<file path="src/rtl/cc_pkg.sv">
package cc_pkg;
  typedef enum logic [1:0] {
    ALIGN_EDGE     = 2'b00,
    ALIGN_CTR_DN   = 2'b01,
    ALIGN_CTR_UP   = 2'b10,
    ALIGN_CTR_BOTH = 2'b11
  } align_e;

  localparam logic [1:0] ADDR_EN   = 2'd0;
  localparam logic [1:0] ADDR_STAT = 2'd1;
  localparam logic [1:0] ADDR_HI   = 2'd2;
  localparam logic [1:0] ADDR_LO   = 2'd3;
  localparam int         CH_BIT    = 1;
endpackage

</file>
<file path="src/rtl/cc_sync_edge.sv">
module cc_sync_edge #(
  parameter int STAGES = 2
) (
  input  logic clk_i,
  input  logic rst_ni,
  input  logic pin_i,
  input  logic fall_sel_i,
  output logic edge_o
);
  localparam int LAST = STAGES - 1;

  logic [STAGES-1:0] sync_q;
  logic              prev_q;

  generate
    for (genvar i = 0; i < STAGES; i++) begin : g_sync
      always_ff @(posedge clk_i or negedge rst_ni) begin
        if (!rst_ni)     sync_q[i] <= 1'b0;
        else if (i == 0) sync_q[i] <= pin_i;
        else             sync_q[i] <= sync_q[(i > 0) ? i - 1 : 0];
      end
    end
  endgenerate

  always_ff @(posedge clk_i or negedge rst_ni) begin
    if (!rst_ni) prev_q <= 1'b0;
    else         prev_q <= sync_q[LAST];
  end

  assign edge_o = fall_sel_i ? (prev_q & ~sync_q[LAST]) : (~prev_q & sync_q[LAST]);

  AST_RISE_ONESHOT: assert property (@(posedge clk_i) disable iff (!rst_ni)
    (edge_o && !fall_sel_i) |=> !(edge_o && !fall_sel_i));
endmodule

</file>
<file path="src/rtl/cc_match.sv">
module cc_match
  import cc_pkg::*;
#(
  parameter int CNT_W = 16
) (
  input  logic             tick_i,
  input  logic [CNT_W-1:0] cnt_i,
  input  logic [CNT_W-1:0] cmp_i,
  input  logic [CNT_W-1:0] period_i,
  input  logic             dir_down_i,
  input  logic [1:0]       align_i,
  output logic             hit_o
);
  logic eq, over, dir_ok;

  assign eq   = (cnt_i == cmp_i);
  assign over = (align_i != ALIGN_EDGE) && (cmp_i > period_i);

  always_comb begin
    unique case (align_i)
      ALIGN_CTR_DN: dir_ok = dir_down_i;
      ALIGN_CTR_UP: dir_ok = ~dir_down_i;
      default:      dir_ok = 1'b1;
    endcase
  end

  // above-period compare fires at the turnaround regardless of direction
  assign hit_o = tick_i & (over ? (cnt_i == period_i) : (eq & dir_ok));
endmodule

</file>
<file path="src/rtl/cc_regif.sv">
module cc_regif
  import cc_pkg::*;
#(
  parameter int CNT_W = 16
) (
  input  logic             clk_i,
  input  logic             rst_ni,
  input  logic             capture_mode_i,
  input  logic             set_i,
  input  logic             cap_i,
  input  logic [CNT_W-1:0] cnt_i,
  input  logic             reg_wr_i,
  input  logic             reg_rd_i,
  input  logic [1:0]       reg_addr_i,
  input  logic [7:0]       reg_wdata_i,
  output logic [7:0]       reg_rdata_o,
  output logic             flag_o,
  output logic             en_o,
  output logic             clr_o,
  output logic [CNT_W-1:0] ccr_o
);
  localparam int EXT_W = 16;

  logic             flag_q, en_q;
  logic [CNT_W-1:0] ccr_q;
  logic [EXT_W-1:0] ccr_ext;

  assign ccr_ext = EXT_W'(ccr_q);

  assign clr_o = (reg_wr_i && reg_addr_i == ADDR_STAT && !reg_wdata_i[CH_BIT])
              || (reg_rd_i && reg_addr_i == ADDR_LO && capture_mode_i);

  always_ff @(posedge clk_i or negedge rst_ni) begin
    if (!rst_ni) begin
      flag_q <= 1'b0;
    end else if (set_i) begin
      flag_q <= 1'b1;
    end else if (clr_o) begin
      flag_q <= 1'b0;
    end
  end

  always_ff @(posedge clk_i or negedge rst_ni) begin
    if (!rst_ni) en_q <= 1'b0;
    else if (reg_wr_i && reg_addr_i == ADDR_EN) en_q <= reg_wdata_i[CH_BIT];
  end

  always_ff @(posedge clk_i or negedge rst_ni) begin
    if (!rst_ni) begin
      ccr_q <= '0;
    end else if (capture_mode_i) begin
      if (cap_i) ccr_q <= cnt_i;
    end else if (reg_wr_i && reg_addr_i == ADDR_HI) begin
      ccr_q <= CNT_W'({reg_wdata_i, ccr_ext[7:0]});
    end else if (reg_wr_i && reg_addr_i == ADDR_LO) begin
      ccr_q <= CNT_W'({ccr_ext[EXT_W-1:8], reg_wdata_i});
    end
  end

  always_comb begin
    reg_rdata_o = '0;
    unique case (reg_addr_i)
      ADDR_EN:   reg_rdata_o[CH_BIT] = en_q;
      ADDR_STAT: reg_rdata_o[CH_BIT] = flag_q;
      ADDR_HI:   reg_rdata_o = ccr_ext[EXT_W-1:8];
      default:   reg_rdata_o = ccr_ext[7:0];
    endcase
  end

  assign flag_o = flag_q;
  assign en_o   = en_q;
  assign ccr_o  = ccr_q;
endmodule

</file>
<file path="src/rtl/cc_channel.sv">
module cc_channel
  import cc_pkg::*;
#(
  parameter int CNT_W       = 16,
  parameter int SYNC_STAGES = 2
) (
  input  logic             clk_i,
  input  logic             rst_ni,
  input  logic [CNT_W-1:0] cnt_i,
  input  logic             cnt_tick_i,
  input  logic             dir_down_i,
  input  logic [1:0]       align_i,
  input  logic [CNT_W-1:0] period_i,
  input  logic             capture_mode_i,
  input  logic             fall_sel_i,
  input  logic             pin_i,
  input  logic             reg_wr_i,
  input  logic             reg_rd_i,
  input  logic [1:0]       reg_addr_i,
  input  logic [7:0]       reg_wdata_i,
  output logic [7:0]       reg_rdata_o,
  output logic             flag_o,
  output logic             irq_o,
  output logic [CNT_W-1:0] ccr_o
);
  logic cap_edge, cmp_hit, set_pulse, flag_clr, en;

  cc_sync_edge #(.STAGES(SYNC_STAGES)) u_sync (
    .clk_i      (clk_i),
    .rst_ni     (rst_ni),
    .pin_i      (pin_i),
    .fall_sel_i (fall_sel_i),
    .edge_o     (cap_edge)
  );

  cc_match #(.CNT_W(CNT_W)) u_match (
    .tick_i     (cnt_tick_i),
    .cnt_i      (cnt_i),
    .cmp_i      (ccr_o),
    .period_i   (period_i),
    .dir_down_i (dir_down_i),
    .align_i    (align_i),
    .hit_o      (cmp_hit)
  );

  assign set_pulse = capture_mode_i ? cap_edge : cmp_hit;

  cc_regif #(.CNT_W(CNT_W)) u_regif (
    .clk_i          (clk_i),
    .rst_ni         (rst_ni),
    .capture_mode_i (capture_mode_i),
    .set_i          (set_pulse),
    .cap_i          (cap_edge),
    .cnt_i          (cnt_i),
    .reg_wr_i       (reg_wr_i),
    .reg_rd_i       (reg_rd_i),
    .reg_addr_i     (reg_addr_i),
    .reg_wdata_i    (reg_wdata_i),
    .reg_rdata_o    (reg_rdata_o),
    .flag_o         (flag_o),
    .en_o           (en),
    .clr_o          (flag_clr),
    .ccr_o          (ccr_o)
  );

  assign irq_o = flag_o & en;

  AST_SET_WINS: assert property (@(posedge clk_i) disable iff (!rst_ni)
    set_pulse |=> flag_o);
  AST_CLR_TAKES: assert property (@(posedge clk_i) disable iff (!rst_ni)
    (flag_clr && !set_pulse) |=> !flag_o);
  AST_CAPT_LOAD: assert property (@(posedge clk_i) disable iff (!rst_ni)
    (capture_mode_i && cap_edge) |=> (ccr_o == $past(cnt_i)));
  AST_NO_TICK_HOLD: assert property (@(posedge clk_i) disable iff (!rst_ni)
    (!capture_mode_i && !cnt_tick_i && !flag_clr) |=> $stable(flag_o));
  AST_IRQ_NEEDS_FLAG: assert property (@(posedge clk_i) disable iff (!rst_ni)
    irq_o |-> flag_o);
endmodule

</file>
<file path="config.mk">
export PLATFORM = sky130hd
export DESIGN_NAME = cc_channel
export DESIGN_NICKNAME = d
export VERILOG_FILES = /design/src/rtl/cc_pkg.sv /design/src/rtl/cc_sync_edge.sv /design/src/rtl/cc_match.sv /design/src/rtl/cc_regif.sv /design/src/rtl/cc_channel.sv
export SDC_FILE = /design/constraint.sdc
export NUM_CORES = 1
export LEC_CHECK = 0
export ABC_AREA = 1
export BUFFER_PORTS_ARGS = -buffer_cell sky130_fd_sc_hd__buf_2
export CORE_MARGIN = 2
export CORE_UTILIZATION = 50
export DETAILED_ROUTE_END_ITERATION = 6
export PLACE_DENSITY_LB_ADDON = 0.2
export SLEW_MARGIN = 0
export SYNTH_ARGS = -nofsm -noshare
export SYNTH_HDL_FRONTEND = slang
export SYNTH_SLANG_ARGS = --single-unit
</file>
<file path="constraint.sdc">
create_clock -name clk_i -period 2.1 [get_ports clk_i]
set_clock_uncertainty 0.15 [all_clocks]
set_input_delay 0.525 -clock clk_i [delete_from_list [all_inputs] [get_ports clk_i]]
set_output_delay 0.525 -clock clk_i [all_outputs]
set_load 0.05 [all_outputs]
</file>
==> reports/results.txt, run 1 <==
status: finished clean
cell taking the most area after synthesis: dfrtp_1
Max Clk Rate: 0.490 GHz
reg2reg start: u_regif.ccr_o[15]
R2R cell count: 10
Reg power frac: 30.6%
buffers plus inverters on the worst setup path: 2
EDFF count, synth: 0
crit path kind: primary input to output pin
synthesized area: 0.00215 mm²
PortBufs: 78
DR vias: 2177
cts bufs inserted: 3
CP cell instances: buf_2, nand2_2, o22ai_2, buf_2
GRT overflow: 0
peak per-stage delay on the critical path: 290 ps
Reg clk slew, reported paths: 80 ps
hold slack: 40.1 ps
CTS Buffer Depth: 2
Crit path top cell by count: buf_2
Comb pwr share: 54.0%
die width: 69.6 µm
post-synthesis cell type count: 31
data required time of the worst path: 1420 ps
antenna diode count: 0
crit path DAT: 1360 ps
leakage power: 1.50 nW
Avg Vias per Cell: 5.07
H-tree levels: 1
total core area: 0.00406 mm²
Synth async-reset ratio: 100%
Power Dens Cells: 685 mW/mm²
top-area cell type share of the netlist area: 24.5%
Worst Max-Slew Pin Slew: 459 ps
ys flop type: dfrtp_1
insertion delay to the later sink of the worst-skew pair: 270 ps
Detail Placement HPWL: 4.74 mm
clock net sink count: 21
share of layout cells above drive strength 1: 30.6%
area grow syn2layout: 24.5%
# nets final: 452
# DRC: 0
Synth area leaders: dfrtp_1 (24%), ha_1 (11%), nand2_1 (11%)
die area: 0.00484 mm²
maximum vdd drop: 434 µV
Final Hold Viols: 0
CTS tree: done
# setup viols final: 0
final RePlAce weighted congestion: 0.839
Ys Warns: 0
top-count cell post-synth: nand2_1
Reg2Reg Setup Slack: 300 ps
Critical Path End Type: output pin
initial core utilization: 52.9%
Int Pwr: 0.000922 W
Post-Synthesis Cells: 298
max-slew violation count: 0
Setup WS post-layout: 60.6 ps
antenna violations before repair: 0
CP max stage cell: buf_2
clock power share: 15.5%
Tmin final: 2040 ps
Routed Antenna Nets: 0
pre-CTS WS: 62.4 ps
Sw Ratio: 49.6%
FILL cells: 371
IO Pins: 79
Rows: 23
Worst setup SP type: primary input
Critical Path Fanout Max: 10
Slew Limit Headroom: 69.4%
Seq/Total Area, Yosys: 24.5%
crit share post-route: 97.1%
Mapped Nets: 370
initial drt markers: 81
# hold bufs at CTS: 0
number of synthesized register bits: 21
delay-heaviest family, CP: buffers and inverters
drt total wl: 5.63 mm
most instantiated cells after synthesis: nand2_1 (62), inv_1 (52), nor2_1 (27)
largest net degree at the start of global routing: 22
Die H: 69.6 µm
wire per inst: 13.1 µm
Hold WC Path Type: primary input to async pin
RSZ-0062 raised after global routing: false
sw power: 0.000909 W
Post-CTS Setup Inserts: 0
Root Buffer: clkbuf_8
total global-route track usage: 23.5%
Syn Area/Cell: 7.21 µm²
maxcap violations: 0
worst r2r dst: u_regif.flag_o
vias in the first global route: 2041
First-pass DRT Iterations: 4
first-pass GRT wire length: 9.16 mm
-- power by group through the flow --
stage / Clock, W / Sequential [W] / Combinational, W
finish: 0.000283 / 0.000559 / 0.000988
global route: 0.000311 / 0.000571 / 0.00108
CTS: 0.000286 / 0.000558 / 0.000991
detailed placement: 0 / 0.000565 / 0.000987
global placement: 0 / 0.000564 / 0.000970
floorplan: 0 / 0.000764 / 0.000513
-- flip-flops by register name (all words and copies together), names as in the netlist --
| name | flops |
|---|---|
| u_regif.ccr_o | 16 |
| u_sync.sync_q | 2 |
| u_regif.en_o | 1 |
| u_regif.flag_o | 1 |
| u_sync.prev_q | 1 |
-- layer usage --
metal	share of wire, %	vias to the layer above	global-route usage, %
met3	5.5	5	2.33
met4	0.78	0	5.23
met1	44	972	29.9
li1	-	1134	-
met2	49	66	42.5
met5	0	-	0
-- worst max-delay path by stage --
stage	start	to	slack (ps)	cells past startpoint
finish	reg_addr_i[0]	reg_rdata_o[0]	60	4
global route	u_regif.ccr_o[9]	reg_rdata_o[1]	30	5
CTS	u_regif.ccr_o[9]	reg_rdata_o[1]	30	5
detailed placement	reg_addr_i[0]	reg_rdata_o[0]	60	4
global placement	reg_addr_i[0]	reg_rdata_o[0]	70	4
floorplan	u_regif.ccr_o[9]	reg_rdata_o[1]	-80	4
-- cell families (layout without fill, tap and decap cells) --
| kind of cell | after synthesis | count (layout) | synth area share [%] |
|---|---|---|---|
| adders and majority gates | 19 | 19 | 11.1 |
| xor gates and xnor gates | 26 | 26 | 10.6 |
| buffers and inverters | 62 | 143 | 12.6 |
| AOI/OAI and AO/OA | 50 | 50 | 16.8 |
| and+or+nand+nor | 120 | 120 | 24.4 |
| DFF | 21 | 21 | 24.5 |
-- cells in the final DEF, fill, tap and decap left out, types with 2 or more instances in the layout --
| master | count |
|---|---|
| nand4_1 | 3 |
| o22ai_2 | 7 |
| o22ai_1 | 3 |
| inv_1 | 51 |
| nand3_2 | 2 |
| nor3_1 | 3 |
| o21ai_0 | 8 |
| clkbuf_8 | 3 |
| nand2_2 | 2 |
| nand2_4 | 2 |
| xor2_1 | 16 |
| buf_4 | 7 |
| o211ai_1 | 3 |
| o221ai_2 | 2 |
| xnor2_1 | 10 |
| inv_2 | 4 |
| nand2_1 | 62 |
| ha_1 | 19 |
| o21ai_1 | 9 |
| buf_2 | 77 |
| o211ai_2 | 6 |
| nor2_1 | 27 |
| nand3_1 | 18 |
| dfrtp_1 | 21 |
| a21oi_1 | 7 |
-- timing repair --
action / CTS / global route
resized for setup: 0 / 3
setup endpoints to repair: 0 / 1
hold endpoints to repair: 0 / 0
-- area by class of cell --
| cell class | instances | area [µm²] | share of cell area, % |
|---|---|---|---|
| multi-input cells | 215 | 1400 | 52.2 |
| inverters | 55 | 206 | 7.72 |
| clock inverters | 1 | 5.00 | 0.187 |
| repair buffers | 84 | 438 | 16.4 |
| well taps | 50 | 62.6 | 2.34 |
| clock buffers | 3 | 41.3 | 1.54 |
| flip-flops and latches | 21 | 526 | 19.7 |
-- per-stage QoR --
step / setup TNS, ps / utilization [%] / area, µm² / power, W / instances
after floorplan: -82.0 / - / 2190 / 0.00128 / 298
after global placement: 0 / 64.7 / 2630 / 0.00153 / 425
after detailed placement: 0 / 64.7 / 2630 / 0.00155 / 425
after CTS: 0 / 65.8 / 2670 / 0.00184 / 429
after global routing: 0 / 65.9 / 2670 / 0.00196 / 429
final: 0 / 65.9 / 2670 / 0.00183 / 429
Note: power is estimated with default switching activity, not from simulation.
==> run 2: changes to the inputs <==
REMOVE_ABC_BUFFERS = 1   (was unset)
==> run 2 against run 1 <==
Compared with the run above: critical path depth increased by 2; worst setup slack got worse by 31 ps; maximum frequency decreased by 1.5%; wire length decreased by 6.3%; cell area decreased by 1.8%; total power decreased by 3.1%; die area unchanged; non-clock buffer count decreased by 2; sequential power decreased by 0.7%; cell count decreased by 0.47%; via count increased by 0.14%.
==> reports/results.txt, run 2 (synthesis gave the netlist of run 1 again) <==
peak per-stage delay on the critical path: 280 ps
First-pass DRT Iterations: 4
IO Pins: 79
crit path DAT: 1400 ps
drt total wl: 5.27 mm
Comb pwr share: 54.5%
share of layout cells above drive strength 1: 28.1%
crit path kind: primary input to output pin
grt met3 use: 2.03%
# setup viols final: 0
Post-CTS Setup Inserts: 0
Tmin final: 2070 ps
PortBufs: 78
clock power share: 14.2%
area grow syn2layout: 22.2%
status: finished clean
wire per inst: 12.3 µm
Worst setup startpoint: reg_addr_i[0]
GR met2 Demand/Resource: 35.6%
antenna violations before repair: 0
Critical Path Fanout Max: 6
Hold WC Path Type: primary input to async pin
leakage power: 1.48 nW
final RePlAce weighted congestion: 0.899
pre-CTS WS: 3.84 ps
max FFs per register: 16
total global-route track usage: 21.7%
Routed Antenna Nets: 0
worst r2r dst: u_regif.flag_o
met1 Use GR: 30.5%
sw power: 0.000857 W
total core area: 0.00406 mm²
FILL cells: 370
# nets final: 450
Root Buffer: clkbuf_8
RSZ-0062 raised after global routing: true
Reg power frac: 31.3%
Reg2Reg Setup Slack: 310 ps
CP cell instances: buf_2, inv_2, nand2_2, buf_4, o22ai_1, buf_2
# hold bufs at CTS: 0
CTS tree: done
initial drt markers: 88
cts bufs inserted: 3
die area: 0.00484 mm²
GRT overflow: 0
most common cell after layout, fill and taps aside: buf_2
crit share post-route: 98.6%
Power Dens Cells: 676 mW/mm²
Worst Max-Slew Pin Slew: 594 ps
vias in the first global route: 1942
worst setup path endpoint: reg_rdata_o[6]
busiest metal layer after global routing: met2
Slew Limit Headroom: 60.4%
# DRC: 0
clock net sink count: 21
die width: 69.6 µm
multi-input logic area: 0.00136 mm²
hold slack: 65.5 ps
data required time of the worst path: 1420 ps
initial core utilization: 52.9%
Crit path top cell by count: buf_2
reg2reg start: u_regif.ccr_o[15]
maxcap violations: 0
Int Pwr: 0.000916 W
maximum vdd drop: 349 µV
Max Clk Rate: 0.483 GHz
H-tree levels: 1
max-slew violation count: 0
insertion delay to the later sink of the worst-skew pair: 250 ps
Critical Path End Type: output pin
commonest cells after routing, fill and taps aside: buf_2 (75), nand2_1 (62), inv_1 (52)
Worst setup SP type: primary input
CTS Buffer Depth: 2
CP max stage cell: buf_2
Reg clk slew, reported paths: 70 ps
first-pass GRT wire length: 8.64 mm
Rows: 23
DR vias: 2180
Avg Vias per Cell: 5.11
register area: 526 µm²
Setup WS post-layout: 29.9 ps
Die H: 69.6 µm
Final Hold Viols: 0
Sw Ratio: 48.3%
Detail Placement HPWL: 4.49 mm
largest net degree at the start of global routing: 22
antenna diode count: 0
R2R cell count: 9
==> run 2: worst min-delay path by stage <==
stage	start	endpoint	slack, ps
after global placement	u_sync.sync_q[0]	u_sync.sync_q[1]	190
after CTS	rst_ni	u_regif.ccr_o[12]	80
after detailed placement	u_sync.sync_q[0]	u_sync.sync_q[1]	200
after floorplan	rst_ni	u_regif.ccr_o[0]	80
final	rst_ni	u_regif.ccr_o[12]	70
after global routing	rst_ni	u_regif.ccr_o[12]	110
==> run 2: per-stage QoR <==
step	utilization, %	power (W)	instances	setup TNS, ps	cell area, µm²
global placement	63.2	0.00150	423	0	2570
global route	64.7	0.00190	427	-6.67	2630
detailed placement	63.2	0.00152	423	0	2570
floorplan	-	0.00124	291	-1610	2080
CTS	64.4	0.00177	427	0	2610
finish	64.7	0.00177	427	0	2630
==> run 2: critical path: cells and delay by family <==
family | cells | cell delay (ps)
and+or+nand+nor | 1 | 110
AOI/OAI and AO/OA | 1 | 90
buffers and inverters | 4 | 650
==> run 2: cell type report <==
type / count / share of cell area [%]
multi-input combinational: 215 / 51.7
sequential: 21 / 20.0
timing repair buffer: 82 / 16.3
inverter: 55 / 7.86
tap: 50 / 2.38
clock buffer: 4 / 1.72
==> run 2: repair_timing <==
| action | in CTS | in global routing |
|---|---|---|
| hold endpoints to repair | 0 | 0 |
| resized for setup | 0 | 6 |
| setup endpoints to repair | 0 | 3 |
==> run 2: power by group through the flow <==
stage               registers (W)  logic (W)  clock network (W)
finish                   0.000555   0.000966           0.000253
global route             0.000567    0.00106           0.000273
CTS                      0.000554   0.000963           0.000256
detailed placement       0.000561   0.000959                  0
global placement         0.000558   0.000942                  0
floorplan                0.000764   0.000474                  0
==> run 2: per-layer routing <==
layer  part of all wire, %  wire length, µm
met4                   1.5               81
met3                   5.8              307
met1                    45             2370
met2                    48             2510
met5                     0                0
==> run 3: changes to the inputs <==
CAP_MARGIN = 0   (was unset)
CORE_UTILIZATION = 45   (was 50)
clock period = 1.75 ns   (was 2.1 ns; I/O delays follow)
==> run 3 against run 2 <==
Compared with the run above: the flow now finishes with violations (negative setup slack); total power rose by 42%; non-clock buffer count grew 47; cell area increased by 20%; global-route usage rose by 1.9 points; combinational power increased by 59%; die area increased by 10%; clock power rose by 30%; count of clock-buffer cells in the layout is the same; first-iteration DRC count down 13%; sequential share of layout area fell by 3.4 points; critical endpoint is now reg_rdata_o[7]; largest cell class unchanged.
==> reports/results.txt, run 3 (synthesis gave the netlist of run 1 again) <==
PortBufs: 78
DR vias: 2379
maxcap violations: 0
max-slew violation count: 0
insertion delay to the later sink of the worst-skew pair: 270 ps
CP max stage cell: dfrtp_1
commonest cells after routing, fill and taps aside: buf_2 (70), nand2_1 (58), buf_4 (47)
Routed Antenna Nets: 0
CTS Buffer Depth: 2
Critical Path End Type: output pin
# nets final: 497
status: finished, violations left
antenna diode count: 0
Crit path top cell by count: buf_6
total global-route track usage: 23.7%
Power Dens Cells: 795 mW/mm²
FILL cells: 387
crit path kind: flop to output pin
Critical Path Fanout Max: 3
Worst Max-Slew Pin Slew: 500 ps
Final Hold Viols: 0
largest net degree at the start of global routing: 22
antenna violations before repair: 0
crit path DAT: 1250 ps
H-tree levels: 1
Max Clk Rate: 0.545 GHz
Fin Setup TNS: -218 ps
Rows: 25
crit share post-route: 105%
Detail Placement HPWL: 4.89 mm
hold slack: 120 ps
leakage power: 1.73 nW
R2R cell count: 10
clock net sink count: 21
total core area: 0.00466 mm²
delay-heaviest family, CP: buffers and inverters
hold path depth: 1
area grow syn2layout: 47.0%
RSZ-0062 raised after global routing: true
Final Power: 0.00251 W
final RePlAce weighted congestion: 0.835
GRT overflow: 0
maximum vdd drop: 402 µV
failing checks: negative setup slack
# setup viols final: 6
CTS tree: done
fin area: 0.00316 mm²
initial drt markers: 77
Reg clk slew, reported paths: 80 ps
die area: 0.00534 mm²
Cell Area, Placed: 0.00281 mm²
Avg Vias per Cell: 4.98
Tmin final: 1840 ps
peak per-stage delay on the critical path: 370 ps
drt total wl: 6.30 mm
# DRC: 0
Root Buffer: clkbuf_8
vias in the first global route: 2207
cts bufs inserted: 3
CP cell instances: buf_4, buf_6, inv_2, o22ai_2, buf_6
first-pass GRT wire length: 9.91 mm
First-pass DRT Iterations: 4
WP depth: 5
max FFs per register: 16
IO Pins: 79
Worst setup SP type: flop
initial core utilization: 46.1%
Die H: 73.1 µm
Slew Limit Headroom: 66.6%
most common cell after layout, fill and taps aside: buf_2
Hold WC Path Type: primary input to flop
share of layout cells above drive strength 1: 42.7%
data required time of the worst path: 1160 ps
buffers plus inverters on the worst setup path: 4
Setup WS post-layout: -85.0 ps
die width: 73.1 µm
wire per inst: 13.2 µm
-- run 3: cell types whose count changed in the layout (fill, tap and decap cells not counted), sizes merged --
| cell | before | now |
|---|---|---|
| dlygate4sd3 | 0 | 1 |
| buf | 81 | 128 |
| clkbuf | 5 | 4 |
-- run 3: power breakdown --
part | total, W | leakage, nW | switching, W | internal (W)
registers | 0.000636 | 0.259 | 0.0000700 | 0.000566
logic | 0.00154 | 1.45 | 0.000939 | 0.000606
clock network | 0.000330 | 0.0228 | 0.000168 | 0.000163
total | 0.00251 | 1.73 | 0.00118 | 0.00134
-- run 3: per-stage QoR --
| stage | utilization [%] | worst slack (ps) | std cells |
|---|---|---|---|
| after floorplan | - | -717 | 291 |
| after global placement | 60.3 | -110 | 457 |
| after detailed placement | 60.3 | -125 | 457 |
| after CTS | 64.6 | -41.8 | 473 |
| after global routing | 67.8 | -134 | 478 |
| final | 67.8 | -85.0 | 478 |
-- run 3: layout make-up --
cell class | count | area, µm² | area share, %
clock buffer | 4 | 45.0 | 1.43
inverter | 55 | 211 | 6.70
multi-input combinational | 215 | 1460 | 46.3
tap | 54 | 67.6 | 2.14
sequential | 21 | 526 | 16.6
timing repair buffer | 129 | 846 | 26.8
-- run 3: timing repair --
| action | CTS | global route |
|---|---|---|
| endpoints found under the setup margin | 8 | 9 |
| hold endpoints to repair | 21 | 0 |
| setup buffers | 11 | 6 |
| hold buffers | 1 | 0 |
| pin swaps | 3 | 11 |
| resized for setup | 25 | 28 |
-- run 3: worst paths after layout --
path	startpoint	end	slack, ps
min in group asynchronous	rst_ni	u_regif.ccr_o[13]	520
hold reg to reg	u_sync.sync_q[0]	u_sync.sync_q[1]	200
max in group asynchronous	rst_ni	u_regif.en_o	600
setup reg to reg	u_regif.ccr_o[10]	u_regif.flag_o	-20
hold / removal	pin_i	u_sync.sync_q[0]	120
setup / recovery	u_regif.ccr_o[7]	reg_rdata_o[7]	-90
-- run 3: layer usage --
layer | track usage [%] | part of all wire, % | wire (µm) | up-vias
met5 | 0 | 0 | 0 | -
met4 | 7.82 | 2.0 | 126 | 0
met3 | 1.24 | 4.8 | 304 | 11
met2 | 40.2 | 51 | 3210 | 77
met1 | 32.0 | 42 | 2660 | 1080
li1 | - | - | - | 1211
